### config.mk
export PLATFORM = sky130hd
export DESIGN_NAME = eeprom_prog_seq
export DESIGN_NICKNAME = d
export VERILOG_FILES = /design/src/rtl/eeprom_prog_pkg.sv /design/src/rtl/eeprom_prog_tick.sv /design/src/rtl/eeprom_prog_timer.sv /design/src/rtl/eeprom_prog_array.sv /design/src/rtl/eeprom_prog_ctrl.sv /design/src/rtl/eeprom_prog_seq.sv
export SDC_FILE = /design/constraint.sdc
export NUM_CORES = 1
export LEC_CHECK = 0
export BUFFER_PORTS_ARGS = -buffer_cell sky130_fd_sc_hd__buf_4
export CAP_MARGIN = 10
export CORE_ASPECT_RATIO = 1.25
export CORE_MARGIN = 4
export CORE_UTILIZATION = 27
export CTS_BUF_LIST = sky130_fd_sc_hd__clkbuf_16
export CTS_CLUSTER_DIAMETER = 30
export DETAILED_ROUTE_END_ITERATION = 16
export GPL_TIMING_DRIVEN = 0
export HOLD_SLACK_MARGIN = 0.15
export PLACE_DENSITY = 0.46
export RECOVER_POWER = 25
export SLEW_MARGIN = 40
export SYNTH_ARGS = -nofsm -noshare
export SYNTH_HDL_FRONTEND = slang
export SYNTH_SLANG_ARGS = --single-unit
### constraint.sdc
create_clock -name clk -period 10.8 [get_ports clk]
set_input_delay 0.54 -clock clk [delete_from_list [all_inputs] [get_ports clk]]
set_output_delay 0.54 -clock clk [all_outputs]
set_load 0.005 [all_outputs]
### src/rtl/eeprom_prog_pkg.sv
package eeprom_prog_pkg;

    typedef enum logic [1:0] {
        OP_NONE  = 2'b00,
        OP_PROG  = 2'b01,
        OP_FILL0 = 2'b10,
        OP_FILL1 = 2'b11
    } op_e;

    typedef enum logic [1:0] {
        S_IDLE,
        S_ERASE,
        S_WRITE,
        S_DONE
    } state_e;

    typedef struct packed {
        logic clr_row;
        logic clr_all;
        logic set_row;
        logic set_all;
    } arr_cmd_t;

endpackage

### src/rtl/eeprom_prog_tick.sv
module eeprom_prog_tick #(
    parameter int DIV = 125
) (
    input  logic clk,
    input  logic rst_n,
    input  logic clear,
    input  logic run,
    output logic tick
);

    generate
        if (DIV <= 1) begin : g_direct
            logic unused_clear;
            assign unused_clear = clear;
            assign tick = run;
        end else begin : g_count
            localparam int DW = $clog2(DIV);
            logic [DW-1:0] pre_q;
            logic          wrap;

            assign wrap = (pre_q == DW'(DIV - 1));
            assign tick = run && wrap;

            always_ff @(posedge clk) begin
                if (!rst_n) begin
                    pre_q <= '0;
                end else if (clear) begin
                    pre_q <= '0;
                end else if (run) begin
                    pre_q <= wrap ? '0 : pre_q + 1'b1;
                end
            end

            // the prescaler never holds a value beyond its divide range
            p_pre_range_r3: assert property (@(posedge clk) disable iff (!rst_n)
                pre_q <= DW'(DIV - 1));
        end
    endgenerate

endmodule

### src/rtl/eeprom_prog_timer.sv
module eeprom_prog_timer #(
    parameter int PHASE_TICKS = 5000
) (
    input  logic clk,
    input  logic rst_n,
    input  logic clear,
    input  logic tick,
    output logic phase_end
);

    localparam int CW = $clog2(PHASE_TICKS + 1);

    logic [CW-1:0] cnt_q;

    assign phase_end = tick && (cnt_q == CW'(PHASE_TICKS - 1));

    always_ff @(posedge clk) begin
        if (!rst_n) begin
            cnt_q <= '0;
        end else if (clear) begin
            cnt_q <= '0;
        end else if (tick) begin
            cnt_q <= phase_end ? '0 : cnt_q + 1'b1;
        end
    end

    // the tick counter stays below the phase length
    p_cnt_range_r4: assert property (@(posedge clk) disable iff (!rst_n)
        cnt_q < CW'(PHASE_TICKS));

endmodule

### src/rtl/eeprom_prog_array.sv
module eeprom_prog_array
    import eeprom_prog_pkg::*;
#(
    parameter int ROWS  = 32,
    parameter int WIDTH = 16,
    parameter int AW    = $clog2(ROWS)
) (
    input  logic             clk,
    input  logic             rst_n,
    input  arr_cmd_t         cmd,
    input  logic [AW-1:0]    row,
    input  logic [WIDTH-1:0] data,
    input  logic [AW-1:0]    rd_row,
    output logic [WIDTH-1:0] rd_data
);

    logic [WIDTH-1:0] mem [ROWS];

    generate
        for (genvar i = 0; i < ROWS; i++) begin : g_row
            logic hit;
            assign hit = (row == AW'(i));

            always_ff @(posedge clk) begin
                if (!rst_n) begin
                    mem[i] <= '0;
                end else if (cmd.clr_all || (cmd.clr_row && hit)) begin
                    mem[i] <= '0;
                end else if (cmd.set_all) begin
                    mem[i] <= '1;
                end else if (cmd.set_row && hit) begin
                    mem[i] <= mem[i] | data;
                end
            end
        end
    endgenerate

    assign rd_data = mem[rd_row];

    // a row clear leaves the target at zero
    p_erase_row_r3: assert property (@(posedge clk) disable iff (!rst_n)
        cmd.clr_row |=> (mem[$past(row)] == '0));

    // an array clear zeroes both end rows
    p_clr_all_r7: assert property (@(posedge clk) disable iff (!rst_n)
        cmd.clr_all |=> (mem[0] == '0 && mem[ROWS-1] == '0));

    // an array set drives both end rows to all ones
    p_set_all_r8: assert property (@(posedge clk) disable iff (!rst_n)
        cmd.set_all |=> (mem[0] == '1 && mem[ROWS-1] == '1));

    // at most one array command per cycle
    p_one_cmd_r9: assert property (@(posedge clk) disable iff (!rst_n)
        $onehot0(cmd));

endmodule

### src/rtl/eeprom_prog_ctrl.sv
module eeprom_prog_ctrl
    import eeprom_prog_pkg::*;
#(
    parameter int AW    = 5,
    parameter int WIDTH = 16
) (
    input  logic             clk,
    input  logic             rst_n,
    input  logic             req_valid,
    input  logic [1:0]       req_op,
    input  logic [AW-1:0]    req_row,
    input  logic [WIDTH-1:0] req_data,
    input  logic             phase_end,
    output logic             busy,
    output logic             done,
    output logic             timer_clear,
    output logic             timer_run,
    output arr_cmd_t         arr_cmd,
    output logic [AW-1:0]    tgt_row,
    output logic [WIDTH-1:0] tgt_data
);

    state_e state_q, state_d;
    op_e    op_q;
    op_e    op_in;
    logic   accept;

    assign op_in  = op_e'(req_op);
    assign accept = req_valid && (op_in != OP_NONE) &&
                    ((state_q == S_IDLE) || (state_q == S_DONE));

    always_comb begin
        state_d = state_q;
        unique case (state_q)
            S_IDLE, S_DONE: state_d = accept ? S_ERASE : S_IDLE;
            S_ERASE:        state_d = phase_end ? S_WRITE : S_ERASE;
            S_WRITE:        state_d = phase_end ? S_DONE : S_WRITE;
        endcase
    end

    always_ff @(posedge clk) begin
        if (!rst_n) begin
            state_q  <= S_IDLE;
            op_q     <= OP_NONE;
            tgt_row  <= '0;
            tgt_data <= '0;
        end else begin
            state_q <= state_d;
            if (accept) begin
                op_q     <= op_in;
                tgt_row  <= req_row;
                tgt_data <= req_data;
            end
        end
    end

    always_comb begin
        busy        = 1'b0;
        done        = 1'b0;
        timer_clear = accept;
        arr_cmd     = '0;
        unique case (state_q)
            S_IDLE: ;
            S_DONE: done = 1'b1;
            S_ERASE: begin
                busy = 1'b1;
                if (phase_end) begin
                    timer_clear = 1'b1;
                    if (op_q == OP_PROG) arr_cmd.clr_row = 1'b1;
                    else                 arr_cmd.clr_all = 1'b1;
                end
            end
            S_WRITE: begin
                busy = 1'b1;
                if (phase_end) begin
                    if (op_q == OP_PROG)       arr_cmd.set_row = 1'b1;
                    else if (op_q == OP_FILL1) arr_cmd.set_all = 1'b1;
                end
            end
        endcase
        timer_run = busy;
    end

    // a running phase only ends on a timer expiry
    p_hold_r3: assert property (@(posedge clk) disable iff (!rst_n)
        (busy && !phase_end) |=> $stable(state_q));

    // done lasts one cycle and follows the setting phase
    p_done_pulse_r5: assert property (@(posedge clk) disable iff (!rst_n)
        done |=> !done);
    p_done_after_write_r5: assert property (@(posedge clk) disable iff (!rst_n)
        $rose(done) |-> $past(state_q == S_WRITE));

    // requests during busy leave the latched operation untouched
    p_ignore_busy_r6: assert property (@(posedge clk) disable iff (!rst_n)
        (busy && req_valid) |=> ($stable(tgt_row) && $stable(tgt_data) && $stable(op_q)));

    // an idle-code request never starts a cycle
    p_nop_r10: assert property (@(posedge clk) disable iff (!rst_n)
        (!busy && req_valid && req_op == 2'b00) |=> !busy);

endmodule

### src/rtl/eeprom_prog_seq.sv
module eeprom_prog_seq
    import eeprom_prog_pkg::*;
#(
    parameter int ROWS       = 32,
    parameter int WIDTH      = 16,
    parameter int TICK_DIV   = 125,
    parameter int PROG_TICKS = 10000,
    parameter int AW         = $clog2(ROWS)
) (
    input  logic             clk,
    input  logic             rst_n,
    input  logic             req_valid,
    input  logic [1:0]       req_op,
    input  logic [AW-1:0]    req_row,
    input  logic [WIDTH-1:0] req_data,
    input  logic [AW-1:0]    rd_row,
    output logic [WIDTH-1:0] rd_data,
    output logic             busy,
    output logic             done
);

    localparam int PHASE_TICKS = PROG_TICKS / 2;

    logic             tick;
    logic             phase_end;
    logic             timer_clear;
    logic             timer_run;
    arr_cmd_t         arr_cmd;
    logic [AW-1:0]    tgt_row;
    logic [WIDTH-1:0] tgt_data;

    eeprom_prog_ctrl #(
        .AW    (AW),
        .WIDTH (WIDTH)
    ) u_ctrl (
        .clk         (clk),
        .rst_n       (rst_n),
        .req_valid   (req_valid),
        .req_op      (req_op),
        .req_row     (req_row),
        .req_data    (req_data),
        .phase_end   (phase_end),
        .busy        (busy),
        .done        (done),
        .timer_clear (timer_clear),
        .timer_run   (timer_run),
        .arr_cmd     (arr_cmd),
        .tgt_row     (tgt_row),
        .tgt_data    (tgt_data)
    );

    eeprom_prog_tick #(
        .DIV (TICK_DIV)
    ) u_tick (
        .clk   (clk),
        .rst_n (rst_n),
        .clear (timer_clear),
        .run   (timer_run),
        .tick  (tick)
    );

    eeprom_prog_timer #(
        .PHASE_TICKS (PHASE_TICKS)
    ) u_timer (
        .clk       (clk),
        .rst_n     (rst_n),
        .clear     (timer_clear),
        .tick      (tick),
        .phase_end (phase_end)
    );

    eeprom_prog_array #(
        .ROWS  (ROWS),
        .WIDTH (WIDTH),
        .AW    (AW)
    ) u_array (
        .clk     (clk),
        .rst_n   (rst_n),
        .cmd     (arr_cmd),
        .row     (tgt_row),
        .data    (tgt_data),
        .rd_row  (rd_row),
        .rd_data (rd_data)
    );

endmodule

==> results of run 1 <==
## metal layers
metal | wire [um] | vias to the layer above
li1 | - | 9464
met5 | 0 | -
met1 | 39200 | 10800
met2 | 50600 | 917
met3 | 6400 | 210
met4 | 5320 | 0
## cells by family (layout without fill, tap and decap cells)
family          after synthesis  in the layout  synth area share
buf+inv                     244            576            0.0445
other cells                   0              1                 0
flops                       557            557             0.591
compound gates              706            706             0.136
fa+ha+maj                     6              6           0.00272
xor+xnor                     16             16           0.00508
simple gates                733            733             0.111
mux                         162            162             0.110
## registers in the layout, summed over array words and instances, names as in the netlist
signal                count
u_ctrl.op_q               2
u_array.mem             512
u_timer.cnt_q            13
u_ctrl.tgt_data          16
u_ctrl.state_q            2
u_tick.g_count.pre_q      7
u_ctrl.tgt_row            5
## area by class of cell
| cell class | instances | area, sq um |
|---|---|---|
| diodes | 1 | 2.50 |
| plain buffers | 236 | 1010 |
| clock buffers | 137 | 3430 |
| clock inverters | 100 | 876 |
| fillers | 10000 | 66200 |
| inverters | 8 | 30.0 |
| multi-input cells | 1623 | 10400 |
| flip-flops and latches | 557 | 16300 |
| well taps | 1320 | 1650 |
| repair buffers | 95 | 987 |
## worst min-delay path, stage by stage
cell and delay, ps:
buf_4 110, nand2_1 110, a21oi_1 80
## worst max-delay path by stage
stage | from | endpoint | slack (ps) | cells past startpoint
finish | u_ctrl.state_q[0] | u_array.mem[22][1] | 6360 | 11
global route | u_ctrl.state_q[0] | u_array.mem[11][4] | 5910 | 11
CTS | rd_row[1] | rd_data[14] | 6370 | 8
detailed placement | rd_row[1] | rd_data[2] | 6400 | 8
global placement | u_ctrl.state_q[0] | u_array.mem[13][10] | 4960 | 11
floorplan | u_ctrl.state_q[0] | u_array.mem[1][10] | 6970 | 11
## report_power, final
group | internal [W] | leakage, nW | switching, W
Sequential | 0.00241 | 5.86 | 0.0000341
Combinational | 0.000155 | 4.54 | 0.000306
Clock | 0.00255 | 2.12 | 0.00129
Total | 0.00512 | 12.5 | 0.00163
## cells in the final DEF (no fill, tap or decap), drive strengths merged, types with 2 or more instances in the layout
cell	n
nand3	54
o2111a	16
xnor2	6
nand4b	2
a21oi	91
nor2b	14
and4	2
nor2	525
clkbuf	325
xor2	10
nor3	7
or4b	2
bufinv	11
inv	32
dlygate4sd3	22
nand2	89
clkinv	51
a22oi	33
and2	10
a31oi	16
o21ai	545
clkinvlp	14
edfxtp	512
mux2i	50
buf	121
nand4	9
dfxtp	45
mux4	112
nor4	2
ha	6
and3	10
## metrics by stage
stage | total power, W | hold slack (ps)
final | 0.00675 | 207
after global routing | 0.00695 | 187
after CTS | 0.00679 | 154
after detailed placement | 0.00293 | 510
after global placement | 0.00290 | 494
after floorplan | 0.00271 | 453
==> results.md, run 1 <==
- The highest cell delay on the worst timing path is 640 ps.
- Once layout is complete, the cells apart from fillers number 4077.
- The worst setup slack after layout is 6360 ps.
- Compared with the post-synthesis result, the final layout area differs by 25.7%.
- The largest net degree at the start of global routing is 17.
- The power per cell area is 195 nW/um^2.
- The final number of hold-violating endpoints is 0.
- The worst setup path is launched from a flip-flop.
- Across the VDD grid, the largest voltage drop is 0.145 mV.
- The overall die area is 107000 sq um.
- The depth of the CTS H-tree is 4.
- The proportion of synthesized chip area in sequential cells is 0.591.
- After detailed routing, the number of remaining DRC violations is 0.
- The maximum clock skew at final layout is 31.4 ps.
- The critical path contains buffers and inverters numbering 5 combined.
- The final max-slew violation count is 0.
- The flop and latch count out of synthesis is 557.
- The max-capacitance violation count is 0.
- The remaining number of nets flagged by the antenna check after routing is 0.
- Adding up every negative setup slack in the final design gives 0 ps.
- The die is 365 um tall.
- OpenSTA, run right after detailed placement, puts the worst setup slack at 6400 ps.
- The number of iterations in the first detailed-routing pass is 5.
- After global routing, the most crowded layer is met2.
- The number of hold buffers added after CTS is 22.
- For hold timing, the worst endpoint is u_ctrl.tgt_data[13].
- The cell family contributing the most delay on the critical path is simple AND/OR/NAND/NOR gates.
- The worst register-to-register path ends at u_array.mem[22][1].
- The most numerous cell type found on the critical path is clkbuf_1.
- After detailed routing, the total wire length is 101000 um.
- At the pin with the least slew margin, the transition time is 986 ps.
- After synthesis, the cell types taking the most area are edfxtp_1 56%, mux4_2 9.2%, nor2_1 7.1%.
- The total global routing overflow is 0.
- The starting density of the core is 0.273.
- The clock latency of the later-clocked register in the worst-skew pair is 710 ps.
- In this run the worst hold path is classified as in2reg.
- Setup repair after global routing left no endpoint under its margin.
- The required time at the worst-slack endpoint is 11330 ps.
- For this run, global-route usage on met1 was measured as 0.222.
- Counting distinct cell types in the post-synthesis netlist gives 48.
- The number of buffers inserted by post-CTS setup repair is 0.
- The worst slew margin relative to its limit is 0.343.
- The net count reported at finish is 2691.
- Measured in cells, the most critical reg-to-reg path has a length of 11.
- The fraction of met3 tracks used by global routing is 0.0347.
- In the final routed layout, each cell accounts on average for 24.9 um.
- The width of the die is 294 um.
- The finished cells cover 34600 sq um.
- The setup path with the least slack is of type reg2reg.
- Along the worst path, the maximum fanout reaches 10.
- After clock tree synthesis, the repair step resized 0 gates.
- The final critical-path share of the clock period is 0.411.
- Summing all placed instances gives a cell area of 30400 sq um.
- The mean post-synth cell area is 11.4 sq um.
- Using the TritonRoute via totals, the vias-per-cell ratio works out to 5.24.
- The maximum operating frequency is 225 MHz.
- The slowest stage of the critical path belongs to the cell nor4_1.
- The share of synthesized registers carrying an async set or reset is 0.
- The final setup violation count is 0.
- The count of buffers from port buffering is 45.
- After floorplanning, the core was sized to cover 101000 sq um.
- Among all flip-flop cells after synthesis, the most frequent one is edfxtp_1.
- The tree is rooted in a clkbuf_16.
- In the global route stage, overall resource usage came out at 0.187.
- After clock tree synthesis, the clock-pin slew on the worst setup and hold paths is 50 ps.
- The mapped netlist covers 27600 sq um.
- For this run, global-route usage on met2 was measured as 0.324.
- The CTS tree is done.
- The top-level I/O count is 49.
- The tree built by TritonCTS fans out to 557 sinks.
- The number of cells produced by synthesis is 2424.
- In the final layout, the share of cells above drive strength 1 is 0.177.
- The slack of the worst reg-to-reg path is 6360 ps.
- The leakage power total is 12.5 nW.
- Of all cell types, the one taking the most synthesized area is edfxtp_1.
- The number of global-route vias before repair is 21900.
- The initial antenna violation count came to 0.
- The total number of vias is 21400.
- Once layout is complete, the utilization of the core stands at 0.344.
- The synthesized design contains 512 enable-type register cells.
- The share of synthesized area in the top cell type comes to 0.558.
- The Yosys warning count is 0.
- The first global-routing pass estimated 148000 um of wire.
- The signal on the critical path passes through inv_1 > ha_1 > clkbuf_1 > nand4b_1 > nor4_1 > nand4_1 > or2_1 > clkbuf_1 > clkbuf_1 > clkbuf_1 > o21ai_0.
- The net count of the mapped netlist is 2461.
- The kind of capture point of the worst setup path is a flip-flop.
- The detailed router finished its first iteration with 2247 violations.
- Data on the critical path arrives at its endpoint at 4960 ps.
- Routability-driven placement finished with a final weighted congestion of 0.957.
- The cell count of the worst hold path is 3.
- The placed cell count is 3817.
- By count the netlist is led by 525 x nor2_1, 512 x edfxtp_1, 336 x o21ai_0.
- The startpoint identified for the worst hold timing path is req_data[13].
- The flow ran to the end, and the final reports show no timing, DRC or antenna violations.
- After layout, the minimum clock period comes to 4440 ps.
- The most used standard cell by instance count after synthesis is nor2_1.
- In this run, CTS created clock tree buffers numbering 133.
- In this run the critical register-to-register path is launched from u_ctrl.state_q[0].
- The HPWL after detailed placement is 76200 um.
- In this run the core area contains 130 standard-cell rows.
- The maximum number of buffers from clock root to sink is 3.
No activity file was read; power rests on OpenSTA's default activity.
==> inputs of run 2 (changes only) <==
clock period = 4.1 ns   (was 10.8 ns; I/O delays follow)
==> run 2 against run 1 <==
  * Via count grew 0.55%
  * Sequential share of layout area shrank 0.43 points
  * Clock-buffer cell count is the same
  * Global-route usage is essentially flat
  * Register-to-register slack lost 6000 ps
  * Clock power grew to 2.6 times the previous value
  * Sequential power grew to 2.6 times the previous value
  * Die area is the same
  * Fmax grew 18%
  * First-iteration DRC count shrank 3.6%
  * Hold slack gained 27 ps
  * Critical endpoint is now u_array.mem[30][9]
  * Largest power group unchanged
==> results.md, run 2 (synthesis gave the netlist of run 1 again) <==
- Setup repair after global routing left no endpoint under its margin.
- The max-capacitance violation count is 0 (unchanged).
- The slowest stage of the critical path belongs to the cell clkbuf_2.
- The buffer type at the clock tree root is clkbuf_16.
- The class of the tightest hold or removal check is in2reg.
- The worst endpoint data arrival time came to 4210 ps (-750 ps).
- The remaining number of nets flagged by the antenna check after routing was 0 (unchanged).
- The highest cell delay on the worst timing path is 600 ps (-40 ps).
- The per-cell via count in the routed design is 5.25 (+0.23%).
- The starting density of the core came to 0.273 (unchanged).
- The net switching component of the power is 0.00429 W (+160%).
- The final setup violation count is 0 (unchanged).
- The final number of hold-violating endpoints is 0 (unchanged).
- In this run the critical register-to-register path is launched from u_ctrl.state_q[0].
- The power per cell area is 508 nW/um^2 (+160%).
- u_array.mem holds more flip-flops than any other register.
- The average wire per cell in the routed design is 24.8 um (-0.29%).
- The library cells used most frequently in the layout, excluding fill and tap cells, are 525 x nor2_1, 512 x edfxtp_1, 360 x o21ai_0.
- The maximum clock skew at final layout is 29.2 ps (-2.19 ps).
- The largest net degree at the start of global routing came to 17 (unchanged).
- The post-detailed-route DRC marker count is 0 (unchanged).
- The number of global-route vias before repair is 22000 (+0.31%).
- The cell family with the largest share of critical-path delay is buffers and inverters.
- The worst-margin pin slew is 973 ps (-13.3 ps).
- The maximum operating frequency came to 266 MHz (+18%).
- The final critical-path share of the clock period is 0.917 (+0.506).
- The startpoint identified for the worst hold timing path is req_valid.
- The clock latency of the later-clocked register in the worst-skew pair is 710 ps (about the same).
- The most frequent standard cell in the layout excluding fill and tap cells is nor2_1.
- The sum of buffers and inverters on the critical path is 6 (+1).
- The total CTS buffers is 133 (unchanged).
- The core utilization of the finished layout is 0.347 (+0.00316).
- The CTS tree is done.
- The overall fraction of global-route tracks in use was 0.187 (about the same).
- The total number of vias is 21500 (+0.55%).
- In this run the worst setup path begins at u_ctrl.state_q[0].
- The initial antenna violation count is 0 (unchanged).
- The flow ran to the end, and the final reports show no timing, DRC or antenna violations.
- The fraction of power consumed by combinational cells came to 0.069 (about the same).
- The worst slew margin relative to its limit is 0.352 (+0.00885).
- The kind of launch point of the worst setup path is a flip-flop.
- The signal on the critical path passes through inv_1 > ha_1 > clkbuf_1 > nand4b_1 > nor4_4 > and3_1 > buf_4 > buf_6 > a21oi_1 > clkbuf_2 > o21ai_4 > buf_6.
- The count of buffers from port buffering is 45 (unchanged).
- The depth of the CTS H-tree is 4 (unchanged).
- The die extent in y is 365 um (unchanged).
- The total global routing overflow was 0 (unchanged).
- The flip-flop count of the largest register, all copies and words added is 512 (unchanged).
- The slack of the worst reg-to-reg path is 340 ps (-6020 ps).
- The core outline area is 101000 sq um (unchanged).
- The largest registers in the layout are u_array.mem: 512 flops, u_ctrl.tgt_data: 16 flops, u_timer.cnt_q: 13 flops.
- The width of the die is 294 um (unchanged).
- The minimum period implied by the final worst setup slack was 3760 ps (-680 ps).
- The first-pass GRT wire length is 148000 um (+0.12%).
- The maximum number of buffers from clock root to sink is 3 (unchanged).
- The clock sink count is 557 (unchanged).
- The top-level I/O count is 49 (unchanged).
- The share of cells above drive strength 1 was 0.191 (+0.0139).
- The number of rows in the core area is 130 (unchanged).
- The final HPWL from detailed placement was 76200 um (unchanged).
- The sequential power share was 0.362 (about the same).
- The overall die area is 107000 sq um (unchanged).
- STA classifies the critical path endpoint as a flip-flop.
- The switching power share of the total is 0.241 (-0.000365).
- The routability congestion estimate from global placement is 0.957 (unchanged).
- The count of routing violations after the opening detailed-route iteration is 2165 (-3.6%).
- The net count reported at finish came to 2705 (+0.52%).
- The clock edge transition at the registers on the reported setup and hold paths is 40 ps (about the same).
- The worst setup path is of the reg2reg kind.
- The final max-slew violation count is 0 (unchanged).
- The worst supply voltage drop on vdd is 0.385 mV (+170%).
- The leakage power total is 12.7 nW (+1.7%).
- The placed cell count is 3817 (unchanged).
- The filler-free cell count of the finished design is 4090 (+0.32%).
- The signed area change from the synthesized netlist to the final layout is 26.9%.
- The number of iterations in the first detailed-routing pass is 5 (unchanged).
- The required time at the worst-slack endpoint is 4550 ps (-6780 ps).
- The routed wire length is 102000 um (about the same).
- Among the stages of the critical path, the cell type that occurs most often is buf_6.
- The biggest fanout along the worst timing path is 10 (unchanged).
- The clock power share is 0.569 (about the same).
- The number of diodes added for antenna fixing was 0 (-1).
- The internal power consumption is 0.0135 W (+160%).
[run 2: worst paths after layout]
kind,cells after the start,end
hold reg to reg,2,u_ctrl.tgt_row[1]
setup reg to reg,12,u_array.mem[30][9]
hold / removal,4,u_tick.g_count.pre_q[3]
setup / recovery,12,u_array.mem[30][9]
[run 2: area by class of cell]
type                    count  area (sq um)
plain buffers             236          1130
clock buffers             137          3430
clock inverters           100           876
fillers                  9972         65900
inverters                   8          30.0
multi-input cells        1623         10400
flip-flops and latches    557         16300
well taps                1320          1650
repair buffers            109          1170
[run 2: worst reg2reg max path, delay by kind of cell, from the launching register on]
kind | cells | cell delay (ps)
DFF | 1 | 360
buffers and inverters | 6 | 1550
and+or+nand+nor | 3 | 620
adders and majority gates | 1 | 270
AOI/OAI and AO/OA | 2 | 720
[run 2: power by group through the flow]
stage | logic, W | registers (W) | clock network, W
floorplan | 0.000638 | 0.00650 | 0
global placement | 0.00110 | 0.00654 | 0
detailed placement | 0.00119 | 0.00653 | 0
CTS | 0.00122 | 0.00644 | 0.0102
global route | 0.00130 | 0.00645 | 0.0106
finish | 0.00123 | 0.00644 | 0.0101
[run 2: layer usage]
layer	up-vias	part of all wire	track usage
li1	9487	-	-
met1	10900	0.39	0.222
met2	928	0.50	0.324
met3	202	0.062	0.0346
met4	0	0.049	0.0956
met5	-	0	0
[run 2: stage by stage]
step | TNS, ps | power (W) | hold slack (ps) | setup slack [ps] | cell area [sq um]
after detailed placement | 0 | 0.00772 | 480 | 33.4 | 30400
after floorplan | 0 | 0.00714 | 341 | 272 | 27600
after global routing | 0 | 0.0183 | 250 | 25.7 | 35000
final | 0 | 0.0178 | 234 | 341 | 35000
after global placement | -575540 | 0.00765 | 475 | -1740 | 29600
after CTS | 0 | 0.0179 | 164 | 29.9 | 35000
[run 2: repair_timing]
action | 4_1_cts | 5_1_grt
endpoints found under the hold margin | 39 | 0
resized for setup | 0 | 2
endpoints found under the setup margin | 0 | 94
hold buffers | 32 | 0
setup buffers | 0 | 4
